### src/rtl/seq_pkg.sv
package seq_pkg;
  typedef enum logic [2:0] {
    BUS_NONE = 3'd0,
    BUS_AR   = 3'd1,
    BUS_PC   = 3'd2,
    BUS_DR   = 3'd3,
    BUS_AC   = 3'd4,
    BUS_IR   = 3'd5,
    BUS_TR   = 3'd6,
    BUS_MEM  = 3'd7
  } bus_sel_e;

  typedef enum logic [1:0] {
    ALU_AND  = 2'd0,
    ALU_ADD  = 2'd1,
    ALU_PASS = 2'd2
  } alu_op_e;

  localparam int unsigned OPC_AND = 0;
  localparam int unsigned OPC_ADD = 1;
  localparam int unsigned OPC_LDA = 2;
  localparam int unsigned OPC_STA = 3;
  localparam int unsigned OPC_JMP = 4;
  localparam int unsigned OPC_CAL = 5;
  localparam int unsigned OPC_ISK = 6;
  localparam int unsigned OPC_REG = 7;

  typedef struct packed {
    bus_sel_e bus;
    logic     ir_ld;
    logic     ar_ld;
    logic     ar_inc;
    logic     pc_ld;
    logic     pc_inc;
    logic     dr_ld;
    logic     dr_inc;
    logic     ac_ld;
    alu_op_e  alu;
    logic     mem_rd;
    logic     mem_wr;
    logic     rr_exec;
    logic     seq_clr;
    logic     halt;
  } ctrl_t;
endpackage

### src/rtl/seq_timer.sv
module seq_timer #(
  parameter int unsigned CNT_W = 4,
  localparam int unsigned NUM_T = 1 << CNT_W
) (
  input  logic             clk_i,
  input  logic             rst_ni,
  input  logic             run_i,
  input  logic             clr_i,
  output logic [CNT_W-1:0] cnt_o,
  output logic [NUM_T-1:0] t_o
);
  logic [CNT_W-1:0] cnt_q;

  always_ff @(posedge clk_i or negedge rst_ni) begin
    if (!rst_ni)      cnt_q <= '0;
    else if (run_i) begin
      if (clr_i)      cnt_q <= '0;
      else            cnt_q <= cnt_q + 1'b1;
    end
  end

  for (genvar k = 0; k < NUM_T; k++) begin : g_tdec
    assign t_o[k] = (cnt_q == CNT_W'(k));
  end

  assign cnt_o = cnt_q;
endmodule

### src/rtl/seq_opdec.sv
module seq_opdec #(
  parameter int unsigned OPC_W = 3,
  localparam int unsigned NUM_D = 1 << OPC_W
) (
  input  logic             clk_i,
  input  logic             rst_ni,
  input  logic             cap_i,
  input  logic [OPC_W:0]   ir_hi_i,
  output logic [NUM_D-1:0] d_o,
  output logic             ind_o
);
  logic [OPC_W-1:0] opc_q;
  logic             ind_q;

  always_ff @(posedge clk_i or negedge rst_ni) begin
    if (!rst_ni) begin
      opc_q <= '0;
      ind_q <= 1'b0;
    end else if (cap_i) begin
      opc_q <= ir_hi_i[OPC_W-1:0];
      ind_q <= ir_hi_i[OPC_W];
    end
  end

  for (genvar k = 0; k < NUM_D; k++) begin : g_ddec
    assign d_o[k] = (opc_q == OPC_W'(k));
  end

  assign ind_o = ind_q;
endmodule

### src/rtl/seq_ctrl.sv
module seq_ctrl
  import seq_pkg::*;
#(
  parameter int unsigned NUM_T = 16,
  parameter int unsigned NUM_D = 8,
  localparam int unsigned LAST_T = 6
) (
  input  logic             run_i,
  input  logic [NUM_T-1:0] t_i,
  input  logic [NUM_D-1:0] d_i,
  input  logic             ind_i,
  input  logic [4:0]       ir_lo_i,
  input  logic             ac_zero_i,
  input  logic             ac_sign_i,
  input  logic             e_i,
  input  logic             dr_zero_i,
  output ctrl_t            ctrl_o
);
  logic skip;
  logic late;

  assign skip = (ir_lo_i[4] & ~ac_sign_i) | (ir_lo_i[3] & ac_sign_i)
              | (ir_lo_i[2] & ac_zero_i)  | (ir_lo_i[1] & ~e_i);
  // any step past the last used one restarts the fetch
  assign late = |t_i[NUM_T-1:LAST_T+1];

  always_comb begin
    ctrl_o     = '0;
    ctrl_o.bus = BUS_NONE;
    ctrl_o.alu = ALU_AND;
    if (run_i) begin
      ctrl_o.seq_clr = late;
      if (t_i[0]) begin
        ctrl_o.bus   = BUS_PC;
        ctrl_o.ar_ld = 1'b1;
      end
      if (t_i[1]) begin
        ctrl_o.bus    = BUS_MEM;
        ctrl_o.mem_rd = 1'b1;
        ctrl_o.ir_ld  = 1'b1;
        ctrl_o.pc_inc = 1'b1;
      end
      if (t_i[2]) begin
        ctrl_o.bus   = BUS_IR;
        ctrl_o.ar_ld = 1'b1;
      end
      if (t_i[3]) begin
        if (d_i[OPC_REG]) begin
          ctrl_o.seq_clr = 1'b1;
          if (!ind_i) begin
            ctrl_o.rr_exec = 1'b1;
            ctrl_o.pc_inc  = skip;
            ctrl_o.halt    = ir_lo_i[0];
          end
        end else if (ind_i) begin
          ctrl_o.bus    = BUS_MEM;
          ctrl_o.mem_rd = 1'b1;
          ctrl_o.ar_ld  = 1'b1;
        end
      end
      if (t_i[4]) begin
        if (d_i[OPC_AND] | d_i[OPC_ADD] | d_i[OPC_LDA] | d_i[OPC_ISK]) begin
          ctrl_o.bus    = BUS_MEM;
          ctrl_o.mem_rd = 1'b1;
          ctrl_o.dr_ld  = 1'b1;
        end
        if (d_i[OPC_STA]) begin
          ctrl_o.bus     = BUS_AC;
          ctrl_o.mem_wr  = 1'b1;
          ctrl_o.seq_clr = 1'b1;
        end
        if (d_i[OPC_JMP]) begin
          ctrl_o.bus     = BUS_AR;
          ctrl_o.pc_ld   = 1'b1;
          ctrl_o.seq_clr = 1'b1;
        end
        if (d_i[OPC_CAL]) begin
          ctrl_o.bus    = BUS_PC;
          ctrl_o.mem_wr = 1'b1;
          ctrl_o.ar_inc = 1'b1;
        end
      end
      if (t_i[5]) begin
        if (d_i[OPC_AND] | d_i[OPC_ADD] | d_i[OPC_LDA]) begin
          ctrl_o.ac_ld   = 1'b1;
          ctrl_o.seq_clr = 1'b1;
          ctrl_o.alu     = d_i[OPC_ADD] ? ALU_ADD : (d_i[OPC_LDA] ? ALU_PASS : ALU_AND);
        end
        if (d_i[OPC_CAL]) begin
          ctrl_o.bus     = BUS_AR;
          ctrl_o.pc_ld   = 1'b1;
          ctrl_o.seq_clr = 1'b1;
        end
        if (d_i[OPC_ISK]) ctrl_o.dr_inc = 1'b1;
      end
      if (t_i[LAST_T] && d_i[OPC_ISK]) begin
        ctrl_o.bus     = BUS_DR;
        ctrl_o.mem_wr  = 1'b1;
        ctrl_o.pc_inc  = dr_zero_i;
        ctrl_o.seq_clr = 1'b1;
      end
    end
  end
endmodule

### src/rtl/hw_sequencer.sv
module hw_sequencer
  import seq_pkg::*;
#(
  parameter int unsigned CNT_W = 4,
  parameter int unsigned OPC_W = 3
) (
  input  logic             clk_i,
  input  logic             rst_ni,
  input  logic             start_i,
  input  logic [OPC_W:0]   ir_hi_i,
  input  logic [4:0]       ir_lo_i,
  input  logic             ac_zero_i,
  input  logic             ac_sign_i,
  input  logic             e_i,
  input  logic             dr_zero_i,
  output logic [2:0]       bus_sel_o,
  output logic             ir_ld_o,
  output logic             ar_ld_o,
  output logic             ar_inc_o,
  output logic             pc_ld_o,
  output logic             pc_inc_o,
  output logic             dr_ld_o,
  output logic             dr_inc_o,
  output logic             ac_ld_o,
  output logic [1:0]       alu_op_o,
  output logic             mem_rd_o,
  output logic             mem_wr_o,
  output logic             rr_exec_o,
  output logic             running_o,
  output logic [CNT_W-1:0] step_o
);
  localparam int unsigned NUM_T = 1 << CNT_W;
  localparam int unsigned NUM_D = 1 << OPC_W;

  logic             run_q;
  logic [NUM_T-1:0] t_vec;
  logic [NUM_D-1:0] d_vec;
  logic             ind;
  ctrl_t            ctrl;

  always_ff @(posedge clk_i or negedge rst_ni) begin
    if (!rst_ni)                  run_q <= 1'b0;
    else if (run_q && ctrl.halt)  run_q <= 1'b0;
    else if (start_i)             run_q <= 1'b1;
  end

  seq_timer #(.CNT_W(CNT_W)) u_timer (
    .clk_i (clk_i),
    .rst_ni(rst_ni),
    .run_i (run_q),
    .clr_i (ctrl.seq_clr),
    .cnt_o (step_o),
    .t_o   (t_vec)
  );

  seq_opdec #(.OPC_W(OPC_W)) u_opdec (
    .clk_i  (clk_i),
    .rst_ni (rst_ni),
    .cap_i  (run_q & t_vec[2]),
    .ir_hi_i(ir_hi_i),
    .d_o    (d_vec),
    .ind_o  (ind)
  );

  seq_ctrl #(.NUM_T(NUM_T), .NUM_D(NUM_D)) u_ctrl (
    .run_i    (run_q),
    .t_i      (t_vec),
    .d_i      (d_vec),
    .ind_i    (ind),
    .ir_lo_i  (ir_lo_i),
    .ac_zero_i(ac_zero_i),
    .ac_sign_i(ac_sign_i),
    .e_i      (e_i),
    .dr_zero_i(dr_zero_i),
    .ctrl_o   (ctrl)
  );

  assign bus_sel_o = ctrl.bus;
  assign ir_ld_o   = ctrl.ir_ld;
  assign ar_ld_o   = ctrl.ar_ld;
  assign ar_inc_o  = ctrl.ar_inc;
  assign pc_ld_o   = ctrl.pc_ld;
  assign pc_inc_o  = ctrl.pc_inc;
  assign dr_ld_o   = ctrl.dr_ld;
  assign dr_inc_o  = ctrl.dr_inc;
  assign ac_ld_o   = ctrl.ac_ld;
  assign alu_op_o  = ctrl.alu;
  assign mem_rd_o  = ctrl.mem_rd;
  assign mem_wr_o  = ctrl.mem_wr;
  assign rr_exec_o = ctrl.rr_exec;
  assign running_o = run_q;
endmodule

### config.mk
export PLATFORM = sky130hd
export DESIGN_NAME = hw_sequencer
export DESIGN_NICKNAME = d
export VERILOG_FILES = /design/src/rtl/seq_pkg.sv /design/src/rtl/seq_timer.sv /design/src/rtl/seq_opdec.sv /design/src/rtl/seq_ctrl.sv /design/src/rtl/hw_sequencer.sv
export SDC_FILE = /design/constraint.sdc
export NUM_CORES = 1
export LEC_CHECK = 0
export CAP_MARGIN = 5
export CORE_AREA = 2 2 44 54
export CTS_BUF_LIST = sky130_fd_sc_hd__clkbuf_8
export DETAILED_ROUTE_END_ITERATION = 8
export DIE_AREA = 0 0 46 56
export GPL_TIMING_DRIVEN = 0
export PLACE_DENSITY = 0.85
export SLEW_MARGIN = 0
export SYNTH_ARGS = -nofsm -noshare
export SYNTH_HDL_FRONTEND = slang
export SYNTH_SLANG_ARGS = --single-unit
### constraint.sdc
create_clock -name clk_i -period 5.8 [get_ports clk_i]
set_clock_uncertainty 0.15 [all_clocks]
set_input_delay 1.16 -clock clk_i [delete_from_list [all_inputs] [get_ports clk_i]]
set_output_delay 1.16 -clock clk_i [all_outputs]
set_load 0.02 [all_outputs]
==> metrics.txt <==
clk buf depth=2; Syn Area/Cell=8.309 um2; max_slew headroom=59.85%; TritonCTS clock tree=done; # hold bufs at CTS=0; setup TNS=0 ns; # IOs=37; fin nets=180; power density cells=576.2 mW/mm2; Yosys warning total=0; CP Data Required Time=4.49 ns; core area=0.002027 mm2; post-synthesis net count=139; Power Total=808.2 uW; first-pass GRT wire length=4471 um; status=finished clean; Total Wirelength=2586 um; Fin. Hold Viols=0; Port Buf Inserts=36; GRT overflow=0; main flop type after synthesis=dfrtp_1; postcts setup bufs=0; vias=1067; Max VDD drop=0.3875 mV; slew at the pin with the worst max-slew slack=0.5871 ns; antenna viol nets, final=0; Setup-failing EPs final=0; Starting Density=47.96%; crit path kind=input port to output port; Final Cycle Share=72.88%; GR Util All Layers=23.09%; Tmin final=4.227 ns; commonest cells in the netlist=dfrtp_1, nor2_1, a21oi_1; Core Rows=18; Mapped Cells=117; H-tree depth=1; initial antenna violation count=0; synth top area cells=dfrtp_1, ha_1, mux2_2; DR pass1 iterations=4; Sink Count=9; Routed wire per std cell=14.61 um; DP HPWL=2029 um; unrepaired setup endpoints after global routing=false; area of the mapped netlist=972.2 um2; Die Span Y=56 um; post-synthesis async set-or-reset flop share=100.0%; area share of the largest cell type after synthesis=23.17%; synth unique cells=45; Crit Path Max Fanout=1; iteration-0 DRC count of the detailed router=28; Yosys reg bits=9; Worst Setup Start Kind=input port; CP endpoint kind=output port; Hold WS=0.4364 ns; vias per cell=6.028; vias in the first global route=1042; CTS root buffer=clkbuf_8; Post-synth EDFFs=0; routability congestion estimate=0.9180; chip width=46 um; largest net degree at the start of global routing=11; Synth area leader=dfrtp_1; Seq/Total Area, Yosys=23.17%; number of max-cap violations=0; Leakage Power=0.5836 nW; Worst EP arrival=2.92 ns; Clock Pin Slew Worst Setup and Hold Paths=0.04 ns; Antenna Cells=0; hold path start=u_opdec.ind_o$_DFFE_PN0P_; total CTS buffers=3; max frequency=236.6 MHz; Clk Latency, worst-skew pair=0.23 ns; Critical Path Source=ac_sign_i; r2r startpoint=u_timer.cnt_o[0]$_DFFE_PN0P_; post-CTS sizing=0; DRC Markers=0; Die Area=0.002576 mm2; Final Max Tran Viols=0; Hold Path Class=flip-flop to flip-flop; Area Growth Syn to Fin=44.27%; fraction of layout cells with a size suffix above 1=10.83%
worst paths after layout:
kind | endpoint | slack (ns) | cells after the start
max | pc_inc_o | 1.57 | 6
min | u_opdec.ind_o$_DFFE_PN0P_ | 0.44 | 1
max reg2reg | u_timer.cnt_o[0]$_DFFE_PN0P_ | 3.50 | 6
min reg2reg | u_opdec.ind_o$_DFFE_PN0P_ | 0.44 | 1
max in group asynchronous | u_opdec.ind_o$_DFFE_PN0P_ | 4.14 | 1
min in group asynchronous | u_timer.cnt_o[2]$_DFFE_PN0P_ | 1.08 | 1
layout make-up:
type | count | area (um2)
Clock buffer | 3 | 41.29
Fill cell | 165 | 624.3
Clock inverter | 1 | 3.754
Inverter | 4 | 15.01
Multi-Input combinational cell | 94 | 689.4
Tap cell | 20 | 25.02
Timing Repair Buffer | 36 | 360.3
Sequential cell | 9 | 225.2
Buffer | 10 | 42.54
cell usage in the layout, fill, tap and decap left out, drive strengths merged, types with 2 or more instances in the layout:
cell	count
a31o	2
o41ai	2
buf	4
or3	2
nor2	9
nand2	6
o31ai	2
a21oi	8
nand4b	3
nor2b	2
or3b	2
nand3b	3
nand3	4
and3b	2
nand2b	6
clkbuf	9
nor3	4
inv	5
a31oi	3
dfrtp	9
a21o	2
ha	6
clkdlybuf4s50	36
and3	2
mux2	7
power by group:
part	switching, mW	internal (mW)	leakage, nW
combinational	0.331	0.287	0.450
sequential	0.0298	0.0924	0.106
clock	0.0224	0.0459	0.0269
registers in the layout, summed over array words and instances (netlist names):
signal and cells:
running_o 1, u_opdec.ind_o 1, u_opdec.opc_q 3, u_timer.cnt_o 4
critical path: stages:
cell,delay [ns]
clkdlybuf4s50_1,0.46
mux2_2,0.32
a221oi_1,0.20
mux2_1,0.17
a21oi_1,0.05
clkdlybuf4s50_1,0.54
per-layer routing:
layer / share of wire, % / global-route usage [%] / vias up
met5: 0 / 0 / -
met4: 2.8 / 14.29 / 0
met2: 50 / 37.10 / 59
met1: 41 / 28.17 / 484
li1: - / - / 516
met3: 5.8 / 1.948 / 8
kinds of logic after synthesis:
family                   after synthesis  share of synthesized area, %
multiplexers                           8                         9.137
AO/OA/AOI/OAI                         30                         23.04
adder cells (fa/ha/maj)                6                         7.722
XOR/XNOR                               1                        0.9011
flip-flops                             9                         23.17
buffers and inverters                 14                         5.920
AND/OR/NAND/NOR                       49                         30.12
stage by stage:
step | cells | cell area [um2] | utilization, % | setup slack [ns]
finish | 177 | 1403 | 69.20 | 1.573
global route | 177 | 1403 | 69.20 | 1.514
CTS | 177 | 1403 | 69.20 | 1.547
detailed placement | 173 | 1358 | 66.98 | 1.556
global placement | 173 | 1358 | 66.98 | 1.549
floorplan | 117 | 972.2 | - | 2.013
Power figures use the tool's default switching activity.
